File: src/rtl/e1ins_pkg.sv
package e1ins_pkg;

    localparam int DEF_SLOTS  = 32;
    localparam int DEF_SLOT_W = 8;
    localparam int DEF_ADDR_W = 8;

    typedef enum logic [1:0] {
        SRC_LINE = 2'd0,
        SRC_CODE = 2'd1,
        SRC_IDLE = 2'd2
    } src_e;

endpackage

File: src/rtl/e1ins_position.sv
module e1ins_position #(
    parameter int N_SLOTS = e1ins_pkg::DEF_SLOTS,
    parameter int SLOT_W  = e1ins_pkg::DEF_SLOT_W,
    localparam int SW = $clog2(N_SLOTS),
    localparam int BW = $clog2(SLOT_W)
) (
    input  logic          clk,
    input  logic          rst_n,
    input  logic          fsync,
    output logic [SW-1:0] slot_idx,
    output logic [BW-1:0] bit_idx
);

    typedef struct packed {
        logic [SW-1:0] slot;
        logic [BW-1:0] bitn;
    } pos_t;

    localparam logic [SW-1:0] LAST_SLOT = SW'(N_SLOTS - 1);
    localparam logic [BW-1:0] LAST_BIT  = BW'(SLOT_W - 1);

    pos_t pos_q, pos_d, cur;

    always_comb begin
        cur = fsync ? '0 : pos_q;
        pos_d = cur;
        if (cur.bitn == LAST_BIT) begin
            pos_d.bitn = '0;
            pos_d.slot = (cur.slot == LAST_SLOT) ? '0 : cur.slot + 1'b1;
        end else begin
            pos_d.bitn = cur.bitn + 1'b1;
        end
    end

    always_ff @(posedge clk or negedge rst_n) begin
        if (!rst_n) pos_q <= '0;
        else        pos_q <= pos_d;
    end

    assign slot_idx = cur.slot;
    assign bit_idx  = cur.bitn;

    AST_SYNC_START: assert property (@(posedge clk) disable iff (!rst_n)
        fsync |=> (fsync || (slot_idx == '0 && bit_idx == BW'(1))));
    AST_WRAP: assert property (@(posedge clk) disable iff (!rst_n)
        (!fsync && slot_idx == LAST_SLOT && bit_idx == LAST_BIT)
        |=> (slot_idx == '0 && bit_idx == '0));

endmodule

File: src/rtl/e1ins_regs.sv
module e1ins_regs #(
    parameter int N_SLOTS   = e1ins_pkg::DEF_SLOTS,
    parameter int SLOT_W    = e1ins_pkg::DEF_SLOT_W,
    parameter int AW        = e1ins_pkg::DEF_ADDR_W,
    parameter int CODE_BASE = 'h60,
    parameter int EN_BASE   = 'hA0,
    parameter int ISEL_BASE = 'hA4,
    parameter int IDLE_ADDR = 'h2A,
    localparam int SW    = $clog2(N_SLOTS),
    localparam int N_GRP = N_SLOTS / SLOT_W
) (
    input  logic              clk,
    input  logic              rst_n,
    input  logic              wr,
    input  logic [AW-1:0]     addr,
    input  logic [SLOT_W-1:0] wdata,
    input  logic [SW-1:0]     rd_slot,
    output logic [SLOT_W-1:0] code_o,
    output logic              en_o,
    output logic              isel_o,
    output logic [SLOT_W-1:0] idle_o
);

    typedef struct packed {
        logic [N_SLOTS-1:0][SLOT_W-1:0] codes;
        logic [N_SLOTS-1:0]             en;
        logic [N_SLOTS-1:0]             isel;
        logic [SLOT_W-1:0]              idle;
    } regs_t;

    regs_t rf_q, rf_d;

    always_comb begin
        rf_d = rf_q;
        if (wr) begin
            if (addr == AW'(IDLE_ADDR)) rf_d.idle = wdata;
            for (int i = 0; i < N_SLOTS; i++) begin
                if (addr == AW'(CODE_BASE + i)) rf_d.codes[i] = wdata;
            end
            for (int g = 0; g < N_GRP; g++) begin
                if (addr == AW'(EN_BASE + g))   rf_d.en[g*SLOT_W +: SLOT_W]   = wdata;
                if (addr == AW'(ISEL_BASE + g)) rf_d.isel[g*SLOT_W +: SLOT_W] = wdata;
            end
        end
    end

    always_ff @(posedge clk or negedge rst_n) begin
        if (!rst_n) rf_q <= '0;
        else        rf_q <= rf_d;
    end

    assign code_o = rf_q.codes[rd_slot];
    assign en_o   = rf_q.en[rd_slot];
    assign isel_o = rf_q.isel[rd_slot];
    assign idle_o = rf_q.idle;

    AST_IDLE_WRITE: assert property (@(posedge clk) disable iff (!rst_n)
        (wr && addr == AW'(IDLE_ADDR)) |=> (idle_o == $past(wdata)));

endmodule

File: src/rtl/e1ins_slot_engine.sv
module e1ins_slot_engine #(
    parameter int SLOT_W = e1ins_pkg::DEF_SLOT_W,
    localparam int BW = $clog2(SLOT_W)
) (
    input  logic              clk,
    input  logic              rst_n,
    input  logic              din,
    input  logic [BW-1:0]     bit_idx,
    input  logic [SLOT_W-1:0] ch_code,
    input  logic              ch_en,
    input  logic              ch_idle,
    input  logic [SLOT_W-1:0] idle_code,
    output logic              dout
);
    import e1ins_pkg::*;

    typedef struct packed {
        src_e              src;
        logic [SLOT_W-1:0] pat;
        logic              dout;
    } eng_t;

    localparam logic [BW-1:0] MSB_IDX = BW'(SLOT_W - 1);

    eng_t st_q, st_d;
    src_e src_now;
    logic [SLOT_W-1:0] pat_now;

    always_comb begin
        st_d = st_q;
        if (bit_idx == '0) begin
            if (ch_en) begin
                src_now = SRC_CODE;
                pat_now = ch_code;
            end else if (ch_idle) begin
                src_now = SRC_IDLE;
                pat_now = idle_code;
            end else begin
                src_now = SRC_LINE;
                pat_now = '0;
            end
            st_d.src = src_now;
            st_d.pat = pat_now;
        end else begin
            src_now = st_q.src;
            pat_now = st_q.pat;
        end
        st_d.dout = (src_now == SRC_LINE) ? din : pat_now[MSB_IDX - bit_idx];
    end

    always_ff @(posedge clk or negedge rst_n) begin
        if (!rst_n) st_q <= '{src: SRC_LINE, pat: '0, dout: 1'b0};
        else        st_q <= st_d;
    end

    assign dout = st_q.dout;

    AST_PASS_THRU: assert property (@(posedge clk) disable iff (!rst_n)
        (src_now == SRC_LINE) |=> (dout == $past(din)));
    AST_CODE_FIRST: assert property (@(posedge clk) disable iff (!rst_n)
        (bit_idx == '0 && ch_en) |=> (dout == $past(ch_code[SLOT_W-1])));
    AST_SLOT_HELD: assert property (@(posedge clk) disable iff (!rst_n)
        (bit_idx >= BW'(2)) |-> ($stable(st_q.src) && $stable(st_q.pat)));

endmodule

File: src/rtl/e1_slot_inserter.sv
module e1_slot_inserter #(
    parameter int N_SLOTS = e1ins_pkg::DEF_SLOTS,
    parameter int SLOT_W  = e1ins_pkg::DEF_SLOT_W,
    parameter int ADDR_W  = e1ins_pkg::DEF_ADDR_W
) (
    input  logic              clk,
    input  logic              rst_n,
    input  logic              fsync,
    input  logic              din,
    input  logic              host_wr,
    input  logic [ADDR_W-1:0] host_addr,
    input  logic [SLOT_W-1:0] host_wdata,
    output logic              dout
);
    localparam int SW = $clog2(N_SLOTS);
    localparam int BW = $clog2(SLOT_W);

    logic [SW-1:0]     slot_idx;
    logic [BW-1:0]     bit_idx;
    logic [SLOT_W-1:0] ch_code, idle_code;
    logic              ch_en, ch_idle;

    e1ins_position #(.N_SLOTS(N_SLOTS), .SLOT_W(SLOT_W)) u_pos (
        .clk      (clk),
        .rst_n    (rst_n),
        .fsync    (fsync),
        .slot_idx (slot_idx),
        .bit_idx  (bit_idx)
    );

    e1ins_regs #(.N_SLOTS(N_SLOTS), .SLOT_W(SLOT_W), .AW(ADDR_W)) u_regs (
        .clk     (clk),
        .rst_n   (rst_n),
        .wr      (host_wr),
        .addr    (host_addr),
        .wdata   (host_wdata),
        .rd_slot (slot_idx),
        .code_o  (ch_code),
        .en_o    (ch_en),
        .isel_o  (ch_idle),
        .idle_o  (idle_code)
    );

    e1ins_slot_engine #(.SLOT_W(SLOT_W)) u_eng (
        .clk       (clk),
        .rst_n     (rst_n),
        .din       (din),
        .bit_idx   (bit_idx),
        .ch_code   (ch_code),
        .ch_en     (ch_en),
        .ch_idle   (ch_idle),
        .idle_code (idle_code),
        .dout      (dout)
    );

endmodule

File: config.mk
export PLATFORM = sky130hd
export DESIGN_NAME = e1_slot_inserter
export DESIGN_NICKNAME = d
export VERILOG_FILES = /design/src/rtl/e1ins_pkg.sv /design/src/rtl/e1ins_position.sv /design/src/rtl/e1ins_regs.sv /design/src/rtl/e1ins_slot_engine.sv /design/src/rtl/e1_slot_inserter.sv
export SDC_FILE = /design/constraint.sdc
export NUM_CORES = 1
export LEC_CHECK = 0
export ABC_CLOCK_PERIOD_IN_PS = 3000
export BUFFER_PORTS_ARGS = -buffer_cell sky130_fd_sc_hd__buf_2
export CELL_PAD_IN_SITES_DETAIL_PLACEMENT = 0
export CELL_PAD_IN_SITES_GLOBAL_PLACEMENT = 1
export CORE_MARGIN = 8
export CORE_UTILIZATION = 53
export DETAILED_ROUTE_END_ITERATION = 10
export GPL_ROUTABILITY_DRIVEN = 0
export HOLD_SLACK_MARGIN = 0.08
export PLACE_DENSITY = 0.76
export SYNTH_ARGS = -nofsm -noshare
export SYNTH_HDL_FRONTEND = slang
export SYNTH_SLANG_ARGS = --single-unit
File: constraint.sdc
create_clock -name clk -period 3 [get_ports clk]
set_clock_uncertainty 0.1 [all_clocks]
set_input_delay 0.3 -clock clk [delete_from_list [all_inputs] [get_ports clk]]
set_output_delay 0.3 -clock clk [all_outputs]
set_load 0.01 [all_outputs]
==> impl_results.html <==
<table>
<tr><th>Metric</th><th>Value</th></tr>
<tr><th colspan="2">Run status</th></tr>
<tr><td>Status</td><td>finished, final reports clean</td></tr>
<tr><th colspan="2">Final layout</th></tr>
<tr><td>Antenna fix cells</td><td>0</td></tr>
<tr><td>Core Util, Final</td><td>0.623</td></tr>
<tr><td>Filler Cells Inserted</td><td>2481</td></tr>
<tr><td>Fraction of final layout cells with drive strength greater than 1</td><td>0.411</td></tr>
<tr><td>Area growth from synthesis to layout</td><td>17.1%</td></tr>
<tr><td>Count of nets after finishing</td><td>1445</td></tr>
<tr><th colspan="2">GRT</th></tr>
<tr><td>Met3 Use GR</td><td>0.0473</td></tr>
<tr><td>GRT busiest layer</td><td>met2</td></tr>
<tr><td>First-pass GRT wire length</td><td>70200 um</td></tr>
<tr><td>Total routing resource utilization after global routing</td><td>0.248</td></tr>
<tr><td>Fraction of met2 tracks used by global routing</td><td>0.386</td></tr>
<tr><td>Met1 Usage GRT</td><td>0.347</td></tr>
<tr><td>Grt ovf</td><td>0</td></tr>
<tr><td>Antenna violations before repair</td><td>1</td></tr>
<tr><td>Vias in the first global route</td><td>11544</td></tr>
<tr><td>Largest net degree at the start of global routing</td><td>85</td></tr>
<tr><th colspan="2">Timing</th></tr>
<tr><td>Slew Limit Headroom</td><td>0.306</td></tr>
<tr><td>Final hold violation count</td><td>0</td></tr>
<tr><td>Slew at the pin closest to its max-slew limit</td><td>1.04 ns</td></tr>
<tr><td>Portion of the clock cycle consumed by the worst path in the final layout</td><td>0.983</td></tr>
<tr><td>TNS Setup</td><td>0 ns</td></tr>
<tr><td>Highest Clock Rate</td><td>339 MHz</td></tr>
<tr><td>Max-slew violation count</td><td>0</td></tr>
<tr><td>Minimum hold slack</td><td>0.240 ns</td></tr>
<tr><td>Shortest period the worst path allows</td><td>2.95 ns</td></tr>
<tr><td>Number of failing setup endpoints in the final timing report</td><td>0</td></tr>
<tr><th colspan="2">Logic synthesis</th></tr>
<tr><td>Area share of the leading cell type in the synthesized netlist</td><td>0.523</td></tr>
<tr><td>Share of synthesized flip-flops with an asynchronous set or reset</td><td>1.00</td></tr>
<tr><td>Number of flip-flops and latches in the synthesized netlist</td><td>347</td></tr>
<tr><td>Portion of the post-synthesis area used by sequential elements</td><td>0.523</td></tr>
<tr><td>Number of flops mapped to enable cells by yosys</td><td>0</td></tr>
<tr><td>Main flop type after synthesis</td><td>sky130_fd_sc_hd__dfrtp_1</td></tr>
<tr><td>Mean post-synth cell area</td><td>12.5 sq um</td></tr>
<tr><td>Cell type contributing the most total cell area after synthesis</td><td>sky130_fd_sc_hd__dfrtp_1</td></tr>
<tr><td>Count of mapped cells out of synthesis</td><td>1328</td></tr>
<tr><td>Unique masters post-synth</td><td>72</td></tr>
<tr><td>Cells taking the most area after synthesis</td><td>sky130_fd_sc_hd__dfrtp_1 52%, sky130_fd_sc_hd__mux2_2 23%, sky130_fd_sc_hd__mux2i_1 4.4%, sky130_fd_sc_hd__nand2_1 1.7%, sky130_fd_sc_hd__mux4_2 1.6%</td></tr>
<tr><td>Post-Synthesis Net Count</td><td>1354</td></tr>
<tr><td>Warning count from the yosys run</td><td>0</td></tr>
<tr><td>Combined area of all synthesized cells</td><td>16600 sq um</td></tr>
<tr><th colspan="2">Die</th></tr>
<tr><td>Core Rows</td><td>65</td></tr>
<tr><td>Die Area</td><td>37300 sq um</td></tr>
<tr><td>Height of the chip</td><td>193 um</td></tr>
<tr><td>Total core area</td><td>31200 sq um</td></tr>
<tr><td>Initial Utilization</td><td>0.532</td></tr>
<tr><td>Chip Width</td><td>193 um</td></tr>
<tr><td>Number of top-level design ports</td><td>22</td></tr>
<tr><th colspan="2">CTS</th></tr>
<tr><td>Skew-Pair Late Insertion Delay</td><td>0.54 ns</td></tr>
<tr><td>Clock-pin slew on the worst setup and hold paths</td><td>0.06 ns</td></tr>
<tr><td>Clock tree from TritonCTS</td><td>yes</td></tr>
<tr><td>H-tree depth</td><td>2</td></tr>
<tr><td>Clock net sink count</td><td>347</td></tr>
<tr><td>Buffer depth of the longest clock path</td><td>3</td></tr>
<tr><td>Number of clock buffers inserted by TritonCTS</td><td>39</td></tr>
<tr><td>Root buffer cell</td><td>sky130_fd_sc_hd__clkbuf_16</td></tr>
<tr><th colspan="2">Critical path</th></tr>
<tr><td>Cell Chain, Critical Path</td><td>buf_16 &gt; buf_8 &gt; mux2i_4 &gt; a22oi_1 &gt; a2111o_1 &gt; and3_4 &gt; buf_6 &gt; a31oi_1 &gt; a21oi_1 &gt; a221oi_1 &gt; a31oi_1</td></tr>
<tr><td>Slowest stage delay, CP</td><td>0.55 ns</td></tr>
<tr><td>Buf/Inv on CP</td><td>3</td></tr>
<tr><td>Highest-delay cell along the critical path</td><td>sky130_fd_sc_hd__dfrtp_4</td></tr>
<tr><td>Gate family responsible for the most delay along the worst path</td><td>compound AO/OA/AOI/OAI gates</td></tr>
<tr><td>Required time at the worst-slack endpoint</td><td>3.29 ns</td></tr>
<tr><td>CP Capture Type</td><td>flip-flop</td></tr>
<tr><td>Worst Setup Path Type</td><td>reg -&gt; reg</td></tr>
<tr><td>Critical path launch point type</td><td>flip-flop</td></tr>
<tr><td>Biggest fanout along the worst timing path</td><td>10</td></tr>
<tr><td>Cell repeated most along the worst path</td><td>sky130_fd_sc_hd__a31oi_1</td></tr>
<tr><td>Arrival time at the worst endpoint</td><td>3.24 ns</td></tr>
<tr><th colspan="2">Routing</th></tr>
<tr><td>Post-detailed-route via-to-cell ratio</td><td>6.08</td></tr>
<tr><td>1st-iter DRT viols</td><td>858</td></tr>
<tr><td>Number of detailed-routing iterations run before antenna repair</td><td>5</td></tr>
<tr><td>DR WL/cell</td><td>24.7 um</td></tr>
<tr><td>DRT Wirelength</td><td>45600 um</td></tr>
<tr><td>Remaining design rule violation count</td><td>0</td></tr>
<tr><td>Count of vias placed by the detailed router</td><td>11248</td></tr>
<tr><td>Residual antenna-violating net count after detailed routing</td><td>0</td></tr>
<tr><th colspan="2">Power and ir drop</th></tr>
<tr><td>Total power divided by cell area</td><td>550 nW/um^2</td></tr>
<tr><td>Maximum vdd drop</td><td>0.509 mV</td></tr>
<tr><td>Final Power</td><td>10.7 mW</td></tr>
<tr><td>Leakage Power</td><td>9.09 nW</td></tr>
<tr><th colspan="2">Place</th></tr>
<tr><td>Count of port buffers added during placement</td><td>21</td></tr>
<tr><td>Detail Placement HPWL</td><td>30100 um</td></tr>
<tr><th colspan="2">Flow run</th></tr>
<tr><td>Max Cap Violations</td><td>0</td></tr>
<tr><th colspan="2">Worst hold path</th></tr>
<tr><td>Classification of the worst-slack hold path</td><td>in -&gt; reg</td></tr>
</table>
-- worst reg2reg max path: stages (launching register included) --
cell	delay, ns
sky130_fd_sc_hd__dfrtp_4	0.55
sky130_fd_sc_hd__buf_16	0.17
sky130_fd_sc_hd__buf_8	0.14
sky130_fd_sc_hd__mux2i_4	0.24
sky130_fd_sc_hd__a22oi_1	0.11
sky130_fd_sc_hd__a2111o_1	0.46
sky130_fd_sc_hd__and3_4	0.21
sky130_fd_sc_hd__buf_6	0.16
sky130_fd_sc_hd__a31oi_1	0.17
sky130_fd_sc_hd__a21oi_1	0.12
sky130_fd_sc_hd__a221oi_1	0.30
sky130_fd_sc_hd__a31oi_1	0.09
-- flip-flops by register name (all words and copies together) (netlist names) --
signal	flops
u_eng.dout	1
u_eng.st_q	10
u_pos.pos_q	8
u_regs.idle_o	8
u_regs.rf_q	320
-- cells in the final DEF, fill, tap and decap left out, drive strengths merged, types with 14 or more instances in the layout --
master,synthesis,final
clkbuf,63,58
inv,22,25
o21ai,50,50
nand3,27,27
nand2b,14,14
o221ai,15,15
nand2,75,75
nor2b,16,16
mux2i,73,73
a21oi,41,41
mux2,337,337
buf,31,139
dfrtp,347,347
nor2,56,56
-- report_power, final --
| group | internal, mW | switching (mW) |
|---|---|---|
| sequential | 4.92 | 0.126 |
| clock | 2.94 | 1.91 |
| combinational | 0.343 | 0.454 |
-- kinds of logic (layout without fill, tap and decap cells) --
| logic type | after synthesis | after routing | synth area share |
|---|---|---|---|
| AO/OA/AOI/OAI | 193 | 193 | 0.0790 |
| adder cells (fa/ha/maj) | 5 | 5 | 0.00377 |
| buffers and inverters | 116 | 235 | 0.0317 |
| flip-flops | 347 | 347 | 0.523 |
| AND/OR/NAND/NOR | 245 | 245 | 0.0735 |
| multiplexers | 422 | 422 | 0.289 |
-- metal layers --
layer	wire length, um	part of all wire	up-vias
li1	-	-	5023
met1	20500	0.45	5802
met2	21100	0.46	328
met3	2620	0.057	93
met4	1310	0.029	2
met5	13	0.00029	-
-- final cells by class --
type                            instances  area, sq um  share of cell area
Clock inverter                         15          186             0.00958
Sequential cell                       347         8690               0.447
Multi-Input combinational cell        865         7560               0.389
Clock buffer                           54         1110              0.0572
Timing Repair Buffer                  144         1320              0.0679
Inverter                               22         85.1             0.00437
Tap cell                              402          503              0.0259
-- cell usage after synthesis (6+ instances only) --
cell type                  count
sky130_fd_sc_hd__o211ai_1      9
sky130_fd_sc_hd__a21oi_1      39
sky130_fd_sc_hd__nand3_1      27
sky130_fd_sc_hd__and2_1        6
sky130_fd_sc_hd__a22oi_1       6
sky130_fd_sc_hd__nand3b_1     10
sky130_fd_sc_hd__nor2_1       55
sky130_fd_sc_hd__a211oi_1     12
sky130_fd_sc_hd__mux2_2      332
sky130_fd_sc_hd__nand2b_1     13
sky130_fd_sc_hd__nor2b_1      16
sky130_fd_sc_hd__nand2_1      75
sky130_fd_sc_hd__mux2i_1      73
sky130_fd_sc_hd__clkbuf_1     63
sky130_fd_sc_hd__a31oi_1      12
sky130_fd_sc_hd__nor3_1       11
sky130_fd_sc_hd__o22ai_1       8
sky130_fd_sc_hd__mux4_2       12
sky130_fd_sc_hd__o21ai_0      49
sky130_fd_sc_hd__buf_2        17
sky130_fd_sc_hd__o221ai_1     15
sky130_fd_sc_hd__inv_1        20
sky130_fd_sc_hd__buf_4         8
sky130_fd_sc_hd__dfrtp_1     347
sky130_fd_sc_hd__a221oi_1      8
-- repair_timing --
action                                  4_1_cts  5_1_grt
endpoints found under the setup margin        1        1
pin swaps                                     1       10
setup buffers                                 0       10
hold endpoints to repair                     77        0
resized for setup                             2       36
hold buffers                                  1        0
cloned                                        0        4
-- stage by stage --
stage	setup WS (ns)	cell area [sq um]	instances
after floorplan	0.376	16600	1328
after global placement	-0.0804	17800	1765
after detailed placement	-0.109	17800	1765
after CTS	0.0106	19100	1835
after global routing	-0.0470	19500	1849
final	0.0500	19500	1849
-- path summary, 6_finish.rpt --
| check | startpoint | endpoint | slack, ns | depth (start not counted) |
|---|---|---|---|---|
| setup / recovery | u_pos.pos_q[3]$_DFF_PN0_ | u_eng.dout$_DFF_PN0_ | 0.05 | 11 |
| hold / removal | din | u_eng.dout$_DFF_PN0_ | 0.24 | 5 |
| setup reg to reg | u_pos.pos_q[3]$_DFF_PN0_ | u_eng.dout$_DFF_PN0_ | 0.05 | 11 |
| hold reg to reg | u_eng.st_q[3]$_DFFE_PN0N_ | u_eng.st_q[3]$_DFFE_PN0N_ | 0.38 | 2 |
| max in group asynchronous | rst_n | u_regs.rf_q[227]$_DFFE_PN0P_ | 1.61 | 3 |
| min in group asynchronous | rst_n | u_regs.rf_q[29]$_DFFE_PN0P_ | 0.28 | 2 |
No activity file was read; power rests on OpenSTA's default activity.
